===== config.mk =====
export PLATFORM = sky130hd
export DESIGN_NAME = i2c_arb_monitor
export DESIGN_NICKNAME = d
export VERILOG_FILES = /design/src/rtl/i2c_arb_pkg.sv /design/src/rtl/i2c_arb_datapath.sv /design/src/rtl/i2c_arb_control.sv /design/src/rtl/i2c_arb_monitor.sv
export SDC_FILE = /design/constraint.sdc
export NUM_CORES = 1
export LEC_CHECK = 0
export ABC_AREA = 1
export BUFFER_PORTS_ARGS = -buffer_cell sky130_fd_sc_hd__buf_2
export CORE_AREA = 2 2 39 41
export DETAILED_ROUTE_END_ITERATION = 10
export DIE_AREA = 0 0 41 43
export GPL_TIMING_DRIVEN = 1
export PLACE_DENSITY = 0.85
export SLEW_MARGIN = 20
export SYNTH_ARGS = -nofsm -noshare
export SYNTH_HDL_FRONTEND = slang
export SYNTH_HIERARCHICAL = 1
export SYNTH_SLANG_ARGS = --single-unit

===== constraint.sdc =====
create_clock -name clk -period 3.9 [get_ports clk]
set_clock_uncertainty 0.1 [all_clocks]
set_input_delay 0.195 -clock clk [delete_from_list [all_inputs] [get_ports clk]]
set_output_delay 0.195 -clock clk [all_outputs]
set_load 0.05 [all_outputs]

===== src/rtl/i2c_arb_pkg.sv =====
package i2c_arb_pkg;

  // strobes from control to datapath
  typedef struct packed {
    logic cntClear;
    logic cntStep;
  } ctlStrobe_t;

  // line observations from datapath to control
  typedef struct packed {
    logic sdaRiseHigh;
    logic sdaFallHigh;
    logic lowAtRise;
    logic sdaQ;
    logic ackSlot;
  } lineObs_t;

endpackage


===== src/rtl/i2c_arb_datapath.sv =====
module i2c_arb_datapath
  import i2c_arb_pkg::*;
#(
  parameter int BITS_PER_BYTE = 8
) (
  input  logic       clk,
  input  logic       rstN,
  input  logic       sdaIn,
  input  logic       sclHigh,
  input  logic       sclRise,
  input  ctlStrobe_t strobe,
  output lineObs_t   obs
);

  localparam int CNT_W = $clog2(BITS_PER_BYTE + 1);
  localparam logic [CNT_W-1:0] ACK_POS = CNT_W'(BITS_PER_BYTE);

  logic             sdaQ;
  logic             sclHighQ;
  logic [CNT_W-1:0] bitCnt;
  logic             stableHigh;

  always_ff @(posedge clk or negedge rstN) begin
    if (!rstN) begin
      sdaQ     <= 1'b1;
      sclHighQ <= 1'b0;
    end else begin
      sdaQ     <= sdaIn;
      sclHighQ <= sclHigh;
    end
  end

  // bit position within the byte; value BITS_PER_BYTE is the ACK slot
  always_ff @(posedge clk or negedge rstN) begin
    if (!rstN) begin
      bitCnt <= '0;
    end else if (strobe.cntClear) begin
      bitCnt <= '0;
    end else if (strobe.cntStep) begin
      bitCnt <= (bitCnt == ACK_POS) ? '0 : bitCnt + 1'b1;
    end
  end

  assign stableHigh = sclHigh && sclHighQ;

  always_comb begin
    obs.sdaRiseHigh = stableHigh && sdaIn && !sdaQ;
    obs.sdaFallHigh = stableHigh && !sdaIn && sdaQ;
    obs.lowAtRise   = sclRise && !sdaIn;
    obs.sdaQ        = sdaQ;
    obs.ackSlot     = (bitCnt == ACK_POS);
  end

endmodule


===== src/rtl/i2c_arb_control.sv =====
module i2c_arb_control
  import i2c_arb_pkg::*;
(
  input  logic       clk,
  input  logic       rstN,
  input  logic       sdaIn,
  input  logic       sclHigh,
  input  logic       sclFall,
  input  logic       bitDrive,
  input  logic       bitIsOwn,
  input  logic       cmdStart,
  input  logic       cmdRestart,
  input  logic       cmdStop,
  input  logic       clearLost,
  input  lineObs_t   obs,
  output ctlStrobe_t strobe,
  output logic       arbLost,
  output logic       sdaRelease,
  output logic       arbError,
  output logic       keepClock,
  output logic       busStartSeen,
  output logic       busStopSeen
);

  logic ownCond;
  logic checking;
  logic lostNow;
  logic byteEnd;
  logic errData;
  logic errRestart;
  logic errStop;
  logic lostQ;
  logic keepQ;
  logic errQ;
  logic startQ;
  logic stopQ;
  logic wipe;

  assign ownCond  = cmdStart || cmdRestart || cmdStop;
  assign checking = bitIsOwn && !lostQ && !ownCond;
  assign wipe     = clearLost || cmdStart;

  always_comb begin
    strobe.cntClear = ownCond;
    strobe.cntStep  = sclFall;
  end

  assign byteEnd    = sclFall && obs.ackSlot && !ownCond;
  assign lostNow    = checking && sclHigh && bitDrive && !sdaIn;
  assign errData    = checking && (obs.sdaRiseHigh || obs.sdaFallHigh);
  assign errRestart = cmdRestart && !lostQ && (obs.lowAtRise || obs.sdaRiseHigh);
  assign errStop    = cmdStop && !lostQ &&
                      (obs.sdaFallHigh || (sclFall && !obs.sdaQ));

  always_ff @(posedge clk or negedge rstN) begin
    if (!rstN) begin
      lostQ  <= 1'b0;
      keepQ  <= 1'b0;
      errQ   <= 1'b0;
      startQ <= 1'b0;
      stopQ  <= 1'b0;
    end else begin
      if (wipe)         lostQ <= 1'b0;
      else if (lostNow) lostQ <= 1'b1;

      if (wipe)         keepQ <= 1'b0;
      else if (lostNow) keepQ <= 1'b1;
      else if (byteEnd) keepQ <= 1'b0;

      errQ   <= errData || errRestart || errStop;
      startQ <= obs.sdaFallHigh && !ownCond;
      stopQ  <= obs.sdaRiseHigh && !ownCond;
    end
  end

  assign arbLost      = lostQ;
  assign sdaRelease   = lostQ || lostNow;
  assign arbError     = errQ;
  assign keepClock    = keepQ;
  assign busStartSeen = startQ;
  assign busStopSeen  = stopQ;

endmodule


===== src/rtl/i2c_arb_monitor.sv =====
module i2c_arb_monitor
  import i2c_arb_pkg::*;
#(
  parameter int BITS_PER_BYTE = 8
) (
  input  logic clk,
  input  logic rstN,
  input  logic sdaIn,
  input  logic sclHigh,
  input  logic sclRise,
  input  logic sclFall,
  input  logic bitDrive,
  input  logic bitIsOwn,
  input  logic cmdStart,
  input  logic cmdRestart,
  input  logic cmdStop,
  input  logic clearLost,
  output logic arbLost,
  output logic sdaRelease,
  output logic arbError,
  output logic keepClock,
  output logic busStartSeen,
  output logic busStopSeen
);

  ctlStrobe_t strobe;
  lineObs_t   obs;

  i2c_arb_datapath #(.BITS_PER_BYTE(BITS_PER_BYTE)) dp_i (
    .clk    (clk),
    .rstN   (rstN),
    .sdaIn  (sdaIn),
    .sclHigh(sclHigh),
    .sclRise(sclRise),
    .strobe (strobe),
    .obs    (obs)
  );

  i2c_arb_control ctl_i (
    .clk         (clk),
    .rstN        (rstN),
    .sdaIn       (sdaIn),
    .sclHigh     (sclHigh),
    .sclFall     (sclFall),
    .bitDrive    (bitDrive),
    .bitIsOwn    (bitIsOwn),
    .cmdStart    (cmdStart),
    .cmdRestart  (cmdRestart),
    .cmdStop     (cmdStop),
    .clearLost   (clearLost),
    .obs         (obs),
    .strobe      (strobe),
    .arbLost     (arbLost),
    .sdaRelease  (sdaRelease),
    .arbError    (arbError),
    .keepClock   (keepClock),
    .busStartSeen(busStartSeen),
    .busStopSeen (busStopSeen)
  );

endmodule


### Word-level counts from Yosys, hierarchy flattened

Cells that the tools add are included.

* word-level logic and storage cells: 55
* bits in latches: 0
* flip-flop bits (word level): 11
* output and inout bits: 6
* RAM bits: 0
* memory bits (read-only): 0
* memories: 0
* input bits: 12

* shift-type cells: 0
* reduce and logical (&&, ||, !) cells: 37
* $add $sub $neg: 1
* bitwise logic cells: 0
* divide/modulo/power cells: 0
* mux-type cells: 8
* order comparisons: 0
* multipliers: 0
* equality and inequality tests: 1

Operators with widths (count)
* 1-bit logical AND: 21
* 4-bit two-way mux: 3
* 1-bit logical OR: 9
* 1-bit two-way mux: 5
* 4-bit by 1-bit adder with 4-bit output (second input constant): 1
* 4-bit == test (second input constant): 1
* 1-bit zero test: 4
* 2-bit nonzero test: 2
* 3-bit nonzero test: 1

### Longest topological paths before layout

Gate-level depths: netlist (run 1).

* depth in word-level cells: 9
* depth in mapped cells: 9
* depth with buffers taken out: 9

### By module

Netlist (run 1), hierarchy kept.

By module, submodules not included
* i2c_arb_datapath: instances 1, cells each 46, area each 344.1 um^2
* i2c_arb_control: instances 1, cells each 36, area each 282.8 um^2

### Worst setup path after synthesis (run 1)

Ideal clock, no wire load.

* kind: reg2out
* start: register ctl_i.lostQ, in the netlist ctl_i/arbLost
* end: output port sdaRelease
* arrival: 1.291 ns
* cell stages (with the launch flop): 6
* slack: 2.314 ns
* cell sequence: dfrtp_1 inv_2 nand2_1 nor2_1 nand2_2 nand2_1

* longest elaborated chain between the ends: 7

RTL lines
* start, declared: RTL line i2c_arb_control.sv:32 `logic lostQ;`
* start signal, assigned: RTL line i2c_arb_control.sv:57 `lostQ <= 1'b0;`
* start signal, assigned: RTL line i2c_arb_control.sv:63 `if (wipe) lostQ <= 1'b0;`
* start signal, assigned: RTL line i2c_arb_control.sv:64 `else if (lostNow) lostQ <= 1'b1;`
* 1-bit zero test: RTL line i2c_arb_control.sv:40 `assign checking = bitIsOwn && !lostQ && !ownCond;`
* 1-bit logical AND (2 in a row): RTL line i2c_arb_control.sv:40
* 1-bit logical AND (3 in a row): RTL line i2c_arb_control.sv:49 `assign lostNow = checking && sclHigh && bitDrive && !sdaIn;`
* 1-bit logical OR *: RTL line i2c_arb_control.sv:77 `assign sdaRelease = lostQ || lostNow;`
* end, declared: RTL line i2c_arb_monitor.sv:19 `output logic sdaRelease,`

Every way passes the cells marked *; elsewhere a longest branch is shown, timed or not.

### Worst setup path in the final report (run 1)

* start: input port sdaIn
* end: output port sdaRelease

* longest elaborated chain between the ends: 3

RTL lines
* start, declared: RTL line i2c_arb_monitor.sv:8 `input logic sdaIn,`
* 1-bit zero test: RTL line i2c_arb_control.sv:49
* 1-bit logical AND: RTL line i2c_arb_control.sv:49
* 1-bit logical OR: RTL line i2c_arb_control.sv:77

Every way passes these cells.

==> out/metrics.csv, run 1 <==
metric,value,unit
worstMarginPinSlew,0.249,ns
power.share.sequential,0.537,
cellPowerDensity,287,nW/µm²
setup_violations,0,
status,"complete, no violations",
setup.worst_path.start_class,input pin,
number_of_antenna_violations_at_the_first_check_in_global_routing,0,
clk_pin_slew_worst_paths,0.06,ns
min-delay-path-class,in -> reg,
cts_buffers,3,
dr.first_iter.drc_count,6,
clockRootBuffer,clkbuf_4,
route.vias.total,550,
synthesis.area_per_instance,7.64,µm²
post_cts_buffers,0,
finish.net_count,118,
track_usage,0.171,
cts_tree,built,
cts.path.max_buffers,2,
crit_required,3.61,ns
part_of_the_total_power_dissipated_in_combinational_logic,0.132,
route.final.wire_length,1110,µm
worst-path-max-fanout,5,
die_w,41,µm
switching_share,0.237,
num_rows,14,
clock_power_share,0.331,
drtAntennaViolNets,0,
fin_setup_tns,0,ns
antenna_cells_inserted,0,
clk-insertion-delay-late,0.26,ns
synth.net_count,96,
critical_path_class,in -> out,
power_leakage,0.417,nW
place_congestion,0.789,
grt_overflow_total,0,
post_layout_minimum_cycle_time,1.77,ns
final_hold_violating_endpoints,0,
cell_internal_power,0.168,mW
max_clock_freq,0.565,GHz
fp.dieArea,1760,µm²
area_delta_synth_final,22.2,%
detailedPlace.worstSlack,2.53,ns
slew_viol_final,0,
most-common-layout-cells,"nand2_1, buf_2, inv_1",
max-vdd-ir-drop,0.254,mV
post_synthesis_cell_area,627,µm²
number_of_gates_resized_after_cts,0,
drt_pre_antenna_iters,4,
clock_sink_count,11,
routed_via_density,4.62,
place_hpwl,908,µm
critical_path_arrival,1.48,ns
remaining_drc_errors,0,
synth_top_area_share,0.399,
buffer_ports.inserted,17,
grt_max_degree,12,
num_io_pins,18,
grt_pass1_vias,528,
ys_types,20,
grt_pass1_wl,2030,µm
fin_crit_sh,0.454,
floorplan.core_area,1380,µm²
net-switching-power,0.0521,mW
timing.max_cap.violations,0,
critPathCaptureType,primary output,
rsz0062_at_grt,false,
slew_headroom,0.834,
fin_ws,2.13,ns
floorplan.initialDensity,0.453,
netlist.top_cell.by_area,dfrtp_1,
htree_num_levels,1,
ys.warnings.count,6,
synth.area.top_cells,"dfrtp_1, nand2_1, inv_1",
post_route_cells_drive_above_1_share,0.282,
height_of_the_die,43,µm
synth-seq-cells,11,
avgRoutedWirePerCell,9.29,µm
netlist_instances,82,
ys_seq_area_frac,0.441,
[timing repair]
action,in CTS,in global routing
endpoints found under the setup margin,0,0
hold buffers,3,0
endpoints found under the hold margin,13,0
[sequential cells by signal, summed over array words and instances (netlist names)]
signal and count:
ctl_i/arbError 1, ctl_i/arbLost 1, ctl_i/busStartSeen 1, ctl_i/busStopSeen 1
ctl_i/keepClock 1, dp_i/bitCnt 4, dp_i/sclHighQ 1, dp_i/sdaQ 1
[cell usage after synthesis, drive strengths merged]
cell	count
nand3	7
ha	2
or2	1
dfstp	1
nor3	2
nand2	19
inv	17
o21ai	2
dfrtp	10
o211ai	1
nand3b	1
nand4	1
nor2	11
a21oi	4
buf	3
[metal layers]
| metal | routed length (µm) | share of wire | global-route usage | up-vias |
|---|---|---|---|---|
| li1 | - | - | - | 291 |
| met1 | 476 | 0.43 | 0.207 | 240 |
| met2 | 550 | 0.50 | 0.259 | 17 |
| met3 | 60 | 0.054 | 0.0419 | 2 |
| met4 | 19 | 0.017 | 0.100 | 0 |
| met5 | 0 | 0 | 0 | - |
[power by group through the flow]
stage               combinational, mW  sequential [mW]  clock, mW
global placement               0.0264            0.120          0
detailed placement             0.0270            0.120          0
finish                         0.0289            0.118     0.0728
floorplan                      0.0119            0.124          0
global route                   0.0324            0.118     0.0853
CTS                            0.0293            0.118     0.0772
[metrics by stage]
stage	instance area (µm²)	power (mW)	utilization	cells	hold WS, ns
global placement	709	0.146	0.513	112	-0.0244
CTS	766	0.224	0.553	119	0.0676
global route	766	0.236	0.553	119	0.0742
detailed placement	709	0.147	0.513	112	-0.0245
finish	766	0.220	0.553	119	0.0778
floorplan	627	0.136	-	82	-0.201
[layout make-up]
type                            count  area, µm²
Timing Repair Buffer               20        115
Multi-Input combinational cell     51        264
Inverter                           17       63.8
Tap cell                           16       20.0
Sequential cell                    11        277
Clock buffer                        4       26.3
Fill cell                         137        618
[final timing paths]
path,startpoint,to,slack [ns],cells after the start
worst max-delay path,sdaIn,sdaRelease,2.13,8
worst min-delay path,clearLost,ctl_i/keepClock,0.08,3
min in group asynchronous,rstN,dp_i/bitCnt[3],0.23,2
worst max register to register,dp_i/bitCnt[0],ctl_i/keepClock,2.53,9
worst min register to register,ctl_i/keepClock,ctl_i/keepClock,0.44,2
max in group asynchronous,rstN,dp_i/sdaQ,3.21,2
[logic make-up (layout without fill, tap and decap cells)]
family | count (synthesis) | after routing | share of synthesized area
adders and majority gates | 2 | 2 | 0.0399
AOI/OAI and AO/OA | 7 | 7 | 0.0599
buffers and inverters | 20 | 41 | 0.138
DFF | 11 | 11 | 0.441
and+or+nand+nor | 42 | 42 | 0.321
[worst max-delay path, stage by stage]
cell	delay (ns)
dlygate4sd3_1	0.53
buf_2	0.15
inv_1	0.05
nand3_1	0.06
nor2_1	0.11
nand2_2	0.07
nand2_1	0.06
buf_2	0.25
No activity file was read; power rests on OpenSTA's default activity.
==> inputs of run 2 (changes only) <==
CORE_AREA = 2 2 40 42   (was 2 2 39 41)
DIE_AREA = 0 0 42 44   (was 0 0 41 43)
PLACE_DENSITY = 0.82   (was 0.85)
clock period = 1.8 ns   (was 3.9 ns; I/O delays follow)
==> out/metrics.csv, run 2 (synthesis gave the netlist of run 1 again) <==
metric,value,unit,change
status,"complete, no violations",,
fin_crit_sh,0.869,,
finish.instance_area,776,µm²,+1.3%
clock_sink_count,11,,unchanged
fin_setup_tns,0,ns,unchanged
place_hpwl,865,µm,-4.8%
remaining_drc_errors,0,,unchanged
max-vdd-ir-drop,0.434,mV,+71%
antenna_cells_inserted,0,,unchanged
clockRootBuffer,clkbuf_4,,
r2r_cells,9,,unchanged
area_delta_synth_final,23.8,%,
setup.worst_path.end,sdaRelease,,
worst_hold_slack,0.0414,ns,-0.0364 ns
clk-insertion-delay-late,0.26,ns,about the same
grt_pass1_wl,1940,µm,-4.4%
finish.net_count,119,,+0.85%
grt_overflow_total,0,,unchanged
post_layout_minimum_cycle_time,1.56,ns,
die_w,42,µm,+2.4%
critical_path_arrival,1.37,ns,-0.11 ns
launching_point_of_the_worst_reg2reg_path,dp_i/bitCnt[0],,
max_clock_freq,0.640,GHz,
cp_startpoint,sdaIn,,
dp.cells,112,,unchanged
number_of_antenna_violations_at_the_first_check_in_global_routing,0,,unchanged
routed_via_density,4.53,,-1.9%
most-common-layout-cells,"nand2_1, buf_2, inv_1",,
height_of_the_die,44,µm,+2.3%
largest_register,dp_i/bitCnt,,
fp.dieArea,1850,µm²,+4.8%
detailedPlace.worstSlack,0.427,ns,-2.11 ns
num_rows,14,,unchanged
fin_ws,0.237,ns,-1.89 ns
crit_required,1.61,ns,-2.00 ns
min-delay-path-class,in -> reg,,
stdcell_count,120,,+0.84%
postPlaceCellArea,709,µm²,unchanged
drtAntennaViolNets,0,,unchanged
timing.max_cap.violations,0,,unchanged
route.final.wire_length,1070,µm,-3.6%
floorplan.initialDensity,0.442,,-0.0112
clk_pin_slew_worst_paths,0.06,ns,about the same
largest_reg_flops,4,,unchanged
floorplan.core_area,1420,µm²,+2.5%
drt_pre_antenna_iters,2,,-2
dr.first_iter.drc_count,4,,-2
num_io_pins,18,,unchanged
cts_buffers,3,,unchanged
grt_max_degree,12,,unchanged
cts.path.max_buffers,2,,unchanged
cts_tree,built,,
slew_viol_final,0,,unchanged
setup.worst_path.start_class,input pin,,
timing.rr.end,ctl_i/keepClock,,
post_route_cells_drive_above_1_share,0.279,,-0.00271
critical_path_class,in -> out,,
worstMarginPinSlew,0.250,ns,+0.00130 ns
place_congestion,0.717,,-9.1%
num-fill-cells,134,,-2.2%
critPathCaptureType,primary output,,
grt_pass1_vias,529,,+0.19%
route.vias.total,544,,-1.1%
htree_num_levels,1,,unchanged
power_leakage,0.421,nW,+1.0%
worst-path-max-fanout,5,,unchanged
cellPowerDensity,612,nW/µm²,+110%
final_hold_violating_endpoints,0,,unchanged
rsz0062_at_grt,false,,
timing.reg2reg.setup_slack,0.44,ns,-2.09 ns
setup_violations,0,,unchanged
avgRoutedWirePerCell,8.88,µm,-4.4%
slew_headroom,0.833,,-0.000867
buffer_ports.inserted,17,,unchanged
track_usage,0.140,,-0.0301
## run 2: changes by cell type in the layout (fill, tap and decap cells not counted)
cell           change
dlygate4sd3_1      +1
## run 2: cell type report
class | count | area, µm² | share of cell area
multi-input cells | 51 | 264 | 0.340
inverters | 17 | 63.8 | 0.0823
clock buffers | 4 | 26.3 | 0.0339
flip-flops and latches | 11 | 277 | 0.356
well taps | 16 | 20.0 | 0.0258
repair buffers | 21 | 125 | 0.161
## run 2: metrics by stage
step | utilization | power (mW)
2_1_floorplan | - | 0.295
3_3_place_gp | 0.500 | 0.317
3_5_place_dp | 0.500 | 0.318
4_1_cts | 0.547 | 0.485
5_1_grt | 0.547 | 0.505
6_report | 0.547 | 0.475
## run 2: how the worst min path moves through the flow
stage	endpoint	slack, ns	cells past startpoint	start
global placement	dp_i/bitCnt[2]	-0.13	1	rstN
finish	ctl_i/arbLost	0.04	3	cmdStart
CTS	ctl_i/arbLost	0.03	3	cmdStart
floorplan	ctl_i/arbError	-0.31	0	rstN
global route	ctl_i/keepClock	0.04	3	cmdStart
detailed placement	dp_i/bitCnt[1]	-0.13	1	rstN
## run 2: routing by layer
layer / part of all wire / global-route usage / up-vias
met5: 0 / 0 / -
met1: 0.41 / 0.144 / 234
li1: - / - / 294
met3: 0.047 / 0.0250 / 2
met4: 0.0047 / 0.0968 / 0
met2: 0.53 / 0.259 / 14
## run 2: what timing repair did
item	4_1_cts	5_1_grt
hold buffers	4	0
resized for setup	0	0
hold endpoints to repair	15	0
setup buffers	0	0
## run 2: worst max-delay path: stages
cell and delay [ns]:
dlygate4sd3_1 0.53, buf_2 0.15, inv_1 0.05, nand3_1 0.06, nor2_1 0.12, nand2_2 0.08, nand2_1 0.06, buf_2 0.25
## run 2: where the power goes
group          total [mW]  switching (mW)  internal (mW)
logic              0.0640          0.0386         0.0255
registers           0.256         0.00222          0.253
clock network       0.155          0.0700         0.0854
total               0.475           0.111          0.364
